$ cat config.mk
export PLATFORM = sky130hd
export DESIGN_NAME = bus_yield_ctrl
export DESIGN_NICKNAME = d
export VERILOG_FILES = /design/src/rtl/bus_yield_pkg.sv /design/src/rtl/bus_yield_fsm.sv /design/src/rtl/bus_yield_regs.sv /design/src/rtl/bus_yield_ctrl.sv
export SDC_FILE = /design/constraint.sdc
export NUM_CORES = 1
export LEC_CHECK = 0
export BUFFER_PORTS_ARGS = -buffer_cell sky130_fd_sc_hd__buf_2
export CORE_AREA = 2 2 39 41
export DETAILED_ROUTE_END_ITERATION = 8
export DIE_AREA = 0 0 41 43
export PLACE_DENSITY = 0.53
export SLEW_MARGIN = 30
export SYNTH_ARGS = -nofsm -noshare
export SYNTH_HDL_FRONTEND = slang
export SYNTH_HIERARCHICAL = 1
export SYNTH_SLANG_ARGS = --single-unit
$ cat constraint.sdc
create_clock -name clk -period 1.7 [get_ports clk]
set_input_delay 0.34 -clock clk [delete_from_list [all_inputs] [get_ports clk]]
set_output_delay 0.34 -clock clk [all_outputs]
set_load 0.05 [all_outputs]
$ cat src/rtl/bus_yield_pkg.sv
package bus_yield_pkg;
  typedef enum logic [2:0] {
    ST_OWNED, ST_STROBE_NEGATE, ST_RELEASED, ST_REDRIVE, ST_READY
  } yield_state_t;

  typedef struct packed {
    logic drive;      // drivers enabled in the coming cycle
    logic grant;      // bus lent out in the coming cycle
    logic allowCycle; // memory controller may launch
    logic inReleased; // current state is released
  } yield_strobes_t;
endpackage

$ cat src/rtl/bus_yield_fsm.sv
module bus_yield_fsm
  import bus_yield_pkg::*;
#(
  parameter int MIN_NEG = 2
) (
  input  logic           clk,
  input  logic           rstN,
  input  logic           slaveReq,
  input  logic           reqEnable,
  input  logic           standby,
  input  logic           memIdle,
  input  logic           pendQ,
  output yield_strobes_t strb
);
  localparam int CW = $clog2(MIN_NEG + 1);
  localparam logic [CW-1:0] NEG_LIMIT = CW'(MIN_NEG);

  yield_state_t state, nextState;
  logic [CW-1:0] negCnt, nextCnt;

  always_comb begin
    nextState = state;
    nextCnt   = negCnt;
    unique case (state)
      ST_OWNED:
        if (slaveReq && reqEnable && !standby && memIdle && !pendQ)
          nextState = ST_STROBE_NEGATE;
      ST_STROBE_NEGATE: nextState = ST_RELEASED;
      ST_RELEASED:
        if (!slaveReq) begin
          nextState = ST_REDRIVE;
          nextCnt   = CW'(1);
        end
      ST_REDRIVE:
        if (slaveReq) begin
          nextState = ST_RELEASED;
        end else if (negCnt + CW'(1) >= NEG_LIMIT) begin
          nextState = ST_READY;
        end else begin
          nextCnt = negCnt + CW'(1);
        end
      ST_READY: nextState = ST_OWNED;
      default:  nextState = ST_OWNED;
    endcase
  end

  always_ff @(posedge clk or negedge rstN) begin
    if (!rstN) begin
      state  <= ST_OWNED;
      negCnt <= '0;
    end else begin
      state  <= nextState;
      negCnt <= nextCnt;
    end
  end

  always_comb begin
    strb.drive      = (nextState == ST_OWNED) || (nextState == ST_STROBE_NEGATE) ||
                      (nextState == ST_READY);
    strb.grant      = (nextState == ST_RELEASED);
    strb.allowCycle = (nextState == ST_OWNED) || (nextState == ST_READY);
    strb.inReleased = (state == ST_RELEASED);
  end
endmodule

$ cat src/rtl/bus_yield_regs.sv
module bus_yield_regs
  import bus_yield_pkg::*;
(
  input  logic           clk,
  input  logic           rstN,
  input  yield_strobes_t strb,
  input  logic           refreshReq,
  input  logic           refreshStart,
  input  logic           standby,
  output logic           ackQ,
  output logic           ctrlOeQ,
  output logic           addrOeQ,
  output logic           dataOeQ,
  output logic           cycleOkQ,
  output logic           pendQ
);
  logic pendNext;

  always_comb begin
    if (pendQ) pendNext = !(refreshStart && cycleOkQ);
    else       pendNext = strb.inReleased && refreshReq && !standby;
  end

  always_ff @(posedge clk or negedge rstN) begin
    if (!rstN) begin
      ackQ     <= 1'b0;
      ctrlOeQ  <= 1'b1;
      addrOeQ  <= 1'b1;
      dataOeQ  <= 1'b1;
      cycleOkQ <= 1'b1;
      pendQ    <= 1'b0;
    end else begin
      ackQ     <= strb.grant && !pendNext;
      ctrlOeQ  <= strb.drive;
      addrOeQ  <= strb.drive;
      dataOeQ  <= strb.drive;
      cycleOkQ <= strb.allowCycle;
      pendQ    <= pendNext;
    end
  end
endmodule

$ cat src/rtl/bus_yield_ctrl.sv
module bus_yield_ctrl
  import bus_yield_pkg::*;
#(
  parameter int MIN_NEG = 2
) (
  input  logic clk,
  input  logic rstN,
  input  logic reqEnable,
  input  logic standby,
  input  logic memIdle,
  input  logic slaveReq,
  input  logic refreshReq,
  input  logic refreshStart,
  output logic slaveAck,
  output logic ctrlOe,
  output logic addrOe,
  output logic dataOe,
  output logic cycleOk,
  output logic refreshPending
);
  yield_strobes_t strb;
  logic pendQ;

  bus_yield_fsm #(.MIN_NEG(MIN_NEG)) u_fsm (
    .clk(clk), .rstN(rstN), .slaveReq(slaveReq), .reqEnable(reqEnable),
    .standby(standby), .memIdle(memIdle), .pendQ(pendQ), .strb(strb)
  );

  bus_yield_regs u_regs (
    .clk(clk), .rstN(rstN), .strb(strb), .refreshReq(refreshReq),
    .refreshStart(refreshStart), .standby(standby), .ackQ(slaveAck),
    .ctrlOeQ(ctrlOe), .addrOeQ(addrOe), .dataOeQ(dataOe),
    .cycleOkQ(cycleOk), .pendQ(pendQ)
  );

  assign refreshPending = pendQ;
endmodule

Yosys cells after proc, flatten, opt, wreduce, memory -nomap -nowiden
Index checks and enable logic that the tools add are counted.
{"block": "totals", "ff_bits": 9, "input_bits": 8, "out_inout_bits": 6, "wordCells": 46}
{"block": "op_classes", "add_sub_neg": 1, "order_cmp": 1, "n_eq_ne": 9, "mux": 10, "reduce_logical": 19}
{"op": "$mux 3", "count": 4}
{"op": "$pmux 3 s4", "count": 1}
{"op": "$eq 3x2->1 const B", "count": 3}
{"op": "$logic_and 1x1->1", "count": 8}
{"op": "$eq 3x1->1 const B", "count": 2}
{"op": "$logic_not 3->1", "count": 2}
{"op": "$mux 2", "count": 3}
{"op": "$ne 2x2->1 const B", "count": 3}
{"op": "$logic_not 1->1", "count": 4}
{"op": "$pmux 2 s2", "count": 1}
{"op": "$reduce_and 4->1", "count": 1}
{"op": "$eq 3x3->1 const B", "count": 1}
{"op": "$logic_or 1x1->1", "count": 3}
{"op": "$add 2x1->2 const B", "count": 1}
{"op": "$ge 2x2->1 const B", "count": 1}
{"op": "$reduce_bool 2->1", "count": 1}
{"op": "$mux 1", "count": 1}

Longest topological paths before layout
Gate-level depths: netlist of the first run.
{"block": "logic_depth", "word_depth": 9, "ltp_mapped": 5, "ltp_nobuf": 4}

Hierarchy
The synthesis of the first run kept the hierarchy.
{"module": "bus_yield_fsm", "instances": 1, "cells_per_inst": 27, "area_per_inst_um2": 287.8}
{"module": "bus_yield_regs", "instances": 1, "cells_per_inst": 11, "area_per_inst_um2": 153.9}

Worst setup path before layout of the first run
Ideal clock, no wire load.
{"block": "synth_path", "path_kind": "reg2out", "startpoint": "register, netlist name u_regs/dataOeQ", "endpoint": "output port ctrlOe", "t_arrival_ns": 0.928, "t_required_ns": 1.360, "slack_ns": 0.432, "stages_incl_launch_ff": 2, "path_cell_list": "dfstp_2 -> buf_4"}
{"element": "end: declaration", "line_no": "bus_yield_ctrl.sv:15", "source": "output logic ctrlOe,"}

Worst setup path after layout of the first run
{"block": "layout_path", "startpoint": "register u_regs.cycleOkQ", "endpoint": "output port cycleOk"}
{"element": "start: declaration", "line_no": "bus_yield_regs.sv:14", "source": "output logic cycleOkQ,"}
{"element": "start signal: assignment", "line_no": "bus_yield_regs.sv:37", "source": "cycleOkQ <= strb.allowCycle;"}
{"element": "end: declaration", "line_no": "bus_yield_ctrl.sv:18", "source": "output logic cycleOk,"}
No word-level cell between the ends.

==> impl_metrics.ini, run 1 <==
[outcome]
run_status = complete, no violations

[sta]
clock.fmax_mhz = 724
fin_skew_ps = 0.421
finalCritPeriodShare_pct = 81.3
fin_crit_ps = 1380
rsz0062_at_grt = no
slew_violations = 0
tns_ps = 0
finalHoldViolations = 0
fin_hold_ws_ps = 357
setup_viol = 0
slew_headroom_pct = 77.5
worst_pin_slew_ps = 338

[critical_path]
crit_path_end_kind = output pin
crit_family = flip-flops
crit_buf_inv = 1
arrival_ps = 1040
crit_fanout = 2
crit_chain = buf_2
critical_path_class = flip-flop to output pin
critPathCapture = cycleOk
worst_ep_required_time_ps = 1360
r2r-start = u_fsm/state[1]
cp_slowest_cell = dfstp_2
crit_path_start = u_regs/cycleOkQ
ff2ff_setup_slack_ps = 550
worst-path-stages = 1
slowest_delay_ps = 530
r2r_cells = 3
r2r-end = u_regs/ackQ
cp-start-kind = flip-flop

[place]
dpl-instance-area_um2 = 499
gp_congestion = 0.673
port_buffers = 13
dp_hpwl_um = 589

[cts]
htree_levels = 1
clk_pin_slew_ps = 60
holdBufCountCts = 1
clockBufferDepth = 2
postCtsSetupRepairBufs = 0
cts_tree = built
cts_resized = 0
cts_made_buffers = 3
root_buffer = clkbuf_4
cts.sinks = 9
insertion_delay_ps = 260

[synthesis]
synth_area_um2 = 442
ys_ff_latch = 9
synth_warnings = 6
syn_inst = 38
yosysSeqAreaShare_pct = 51.6
synth-async-reset-ratio_pct = 100
synth_edf_count = 0
netlist-cell-type-count = 25
synthFlopType = dfrtp_1
syn_nets = 46
syn_area_per_cell_um2 = 11.6

[floorplanning]
core-area_mm2 = 0.00138
dieArea_mm2 = 0.00176
die_x_um = 41
num_io_pins = 14
die_y_um = 43
start_util_pct = 31.9
fp-row-count = 14

[route]
firstDrtPassIters = 4
vias = 318
vias_per_cell = 4.68
drc = 0
final_antenna_net_count = 0
post_drt_wl_per_cell_um = 11.2
drt-initial-drc-count = 7
wl_um = 760

[pwr]
p_int_uw = 544
pwr-share-seq_pct = 37.4
clockPowerShare_pct = 15.6
p_leak_nw = 0.256
p_per_area_mw_per_mm2 = 1950
power.switching_uw = 498
combinationalPowerShare_pct = 47.0
ir_worst_vdd_v = 0.000727
swShare_pct = 47.8

[global_routing]
track_usage_pct = 11.6
grt.overflow.total = 0
antenna_found_initial = 0
grt_max_degree = 12
grt_first_pass_wirelength_um = 1250
grt_pass1_vias = 272

[flow_run]
cap_violations = 0

[finish]
final_area_um2 = 536
drive_gt1_share_pct = 42.3
antenna_cells = 0
area_delta_synth_final_pct = 21.2
nNetsFinal = 61

[worst_hold_path]
hp-class = input pin to flip-flop
min_from = refreshStart
==> cell families after synthesis <==
family / count (synthesis) / share of synthesized area (%)
simple gates: 12 / 19.3
xor+xnor: 1 / 1.98
flops: 9 / 51.6
buf+inv: 6 / 7.93
mux: 1 / 2.27
compound gates: 9 / 17.0
==> routing by layer <==
layer / wire length [µm] / GRT usage (%) / vias to the layer above
met5: 0 / 0 / -
met4: 5 / 10.0 / 0
met3: 44 / 4.71 / 2
met2: 323 / 11.9 / 11
met1: 386 / 17.4 / 142
li1: - / - / 163
==> synth_stat cells (all sizes together) (2+ instances only) <==
cell type	instances	area, µm²
inv	2	7.51
nor3b	2	26.3
nand2	2	7.51
nor2	3	11.3
dfstp	2	52.6
dfrtp	7	175
buf	4	27.5
==> how the worst min path moves through the flow <==
stage                 endpoint  slack (ps)  cells after the start
4_1_cts            u_regs/ackQ         340                      3
5_1_grt            u_regs/ackQ         360                      3
3_5_place_dp       u_regs/ackQ         210                      1
6_report           u_regs/ackQ         360                      3
3_3_place_gp    u_fsm/state[0]         210                      1
2_1_floorplan  u_fsm/negCnt[0]          40                      0
==> per-stage QoR <==
step                cells  util, %  setup slack (ps)  power [mW]
floorplan              38        -               432       0.830
global placement       63     36.1               581       0.886
detailed placement     63     36.1               553       0.888
CTS                    68     38.7               303        1.06
global route           68     38.7               284        1.11
finish                 68     38.7               318        1.04
==> state kept, by name (all words and copies together), names as in the netlist <==
name,count
u_fsm/negCnt,2
u_regs/dataOeQ,1
u_fsm/state,3
u_regs/pendQ,1
u_regs/cycleOkQ,1
u_regs/ackQ,1
==> layout by cell type, fill, tap and decap left out, drive strengths merged, types with 2 or more instances in the layout <==
cell type	instances
buf	13
dfrtp	7
inv	2
clkbuf	4
nor2	3
nor3b	2
nand2	2
dfstp	2
==> cell type report <==
type,count,area (µm²)
clock buffer,4,26.3
fill,140,848
inverter,2,7.51
multi-input combinational,23,179
sequential,9,228
tap,16,20.0
timing repair buffer,14,75.1
==> power by group through the flow <==
stage / Clock, mW / Combinational (mW) / Sequential, mW
after global placement: 0 / 0.495 / 0.391
final: 0.162 / 0.490 / 0.390
after floorplan: 0 / 0.317 / 0.514
after CTS: 0.171 / 0.496 / 0.390
after detailed placement: 0 / 0.494 / 0.395
after global routing: 0.186 / 0.520 / 0.402
(Power assumes the default switching activity.)
==> run 2: changes to the inputs <==
==> constraint.sdc (replaced) <==
create_clock -name clk -period 1.45 [get_ports clk]
set_input_delay 0.29 -clock clk [delete_from_list [all_inputs] [get_ports clk]]
set_output_delay 0.29 -clock clk [all_outputs]
set_load 0.05 [all_outputs]
==> impl_metrics.ini, run 2 (synthesis gave the netlist of run 1 again) <==
[outcome]
run_status = complete, no violations

[global_routing]
grt.overflow.total = 0
grt_first_pass_wirelength_um = 1120
grt_pass1_vias = 277
antenna_found_initial = 0
track_usage_pct = 9.64
grt_max_degree = 12

[critical_path]
critical_path_class = flip-flop to output pin
cp_slowest_cell = dfstp_2
r2r-start = u_fsm/state[0]
worst_ep_required_time_ps = 1160
ff2ff_setup_slack_ps = 290
crit_chain = buf_2
slowest_delay_ps = 530
cp-start-kind = flip-flop
crit_path_end_kind = output pin
crit_buf_inv = 1
crit_family = flip-flops
r2r-end = u_regs/ackQ
r2r_cells = 3
crit_fanout = 2
arrival_ps = 1030

[route]
final_antenna_net_count = 0
vias = 309
firstDrtPassIters = 2
wl_um = 687
drc = 0
post_drt_wl_per_cell_um = 10.1
vias_per_cell = 4.54
drt-initial-drc-count = 1

[pwr]
p_per_area_mw_per_mm2 = 2270
ir_worst_vdd_v = 0.000839
p_leak_nw = 0.256
power_mw = 1.21

[floorplanning]
dieArea_mm2 = 0.00176
die_x_um = 41
die_y_um = 43
fp-row-count = 14
core-area_mm2 = 0.00138
start_util_pct = 31.9
num_io_pins = 14

[place]
port_buffers = 13
gp_congestion = 0.690
dpl-instance-area_um2 = 499

[cts]
root_buffer = clkbuf_4
htree_levels = 1
cts_made_buffers = 3
insertion_delay_ps = 250
cts.sinks = 9
cts_resized = 0
clockBufferDepth = 2
cts_tree = built
clk_pin_slew_ps = 60

[finish]
area_delta_synth_final_pct = 21.2
largestRegisters = u_fsm/state: 3 flops, u_fsm/negCnt: 2 flops
largest_register_ffs = 3
nNetsFinal = 61
largest-register = u_fsm/state
fill_cells = 152
layout.area.seq_um2 = 228
antenna_cells = 0
final_core_util_pct = 38.7
final_cell_mix = buf_2, dfrtp_1, clkbuf_4, nor2_1
final_common_cell = buf_2
final_area_um2 = 536
drive_gt1_share_pct = 42.3
multi_input_area_um2 = 179

[sta]
setup_viol = 0
fin_crit_ps = 1320
clock.fmax_mhz = 755
finalHoldViolations = 0
worst_pin_slew_ps = 334
fin_skew_ps = 6.35
rsz0062_at_grt = no
slew_headroom_pct = 77.7
tns_ps = 0
finalCritPeriodShare_pct = 91.4
slew_violations = 0

[worst_hold_path]
hp-class = input pin to flip-flop
whs_endpoint = u_regs/ackQ
worstHoldPathCells = 3
min_from = refreshStart

[flow_run]
cap_violations = 0
[run 2: cell counts in the layout (fill, tap and decap cells not counted)]
Identical to the previous run, type by type.
[run 2: worst max-delay path by stage]
| stage | start | endpoint | slack, ps | depth (start not counted) |
|---|---|---|---|---|
| final | u_regs/cycleOkQ | cycleOk | 130 | 1 |
| after global routing | u_regs/cycleOkQ | cycleOk | 100 | 1 |
| after CTS | u_regs/cycleOkQ | cycleOk | 110 | 1 |
| after detailed placement | u_fsm/state[0] | u_regs/ackQ | 290 | 3 |
| after global placement | u_fsm/state[1] | u_regs/ackQ | 340 | 3 |
| after floorplan | u_regs/dataOeQ | ctrlOe | 230 | 1 |
[run 2: cell type report]
class	count	share of cell area [%]
Sequential cell	9	42.5
Multi-Input combinational cell	23	33.4
Timing Repair Buffer	14	14.0
Clock buffer	4	4.91
Tap cell	16	3.74
Inverter	2	1.40
[run 2: through the flow]
stage	hold slack [ps]	setup WS, ps	instances
global placement	157	336	63
detailed placement	155	291	63
floorplan	-5.59	232	38
global route	323	99.0	68
CTS	304	111	68
finish	316	125	68
[run 2: routing by layer]
| metal | share of wire [%] | vias up | global-route usage, % |
|---|---|---|---|
| met4 | 0 | 0 | 6.00 |
| met3 | 5.7 | 0 | 3.14 |
| met5 | 0 | - | 0 |
| met1 | 50 | 138 | 14.3 |
| met2 | 44 | 7 | 11.6 |
| li1 | - | 164 | - |
[run 2: timing repair]
item                                   in CTS  in global routing
endpoints found under the hold margin       7                  0
buffers inserted                            0                  0
hold buffers                                1                  0
[run 2: tightest hold or removal path, delay by kind of cell]
family                 cells  cell delay, ps
AO/OA/AOI/OAI              1              70
AND/OR/NAND/NOR            1              70
buffers and inverters      1              90
[run 2: power by group]
| part | internal [mW] | switching (mW) | leakage (nW) | total [mW] |
|---|---|---|---|---|
| registers | 0.354 | 0.0999 | 0.107 | 0.454 |
| clock network | 0.106 | 0.0807 | 0.0150 | 0.186 |
| logic | 0.178 | 0.395 | 0.134 | 0.572 |
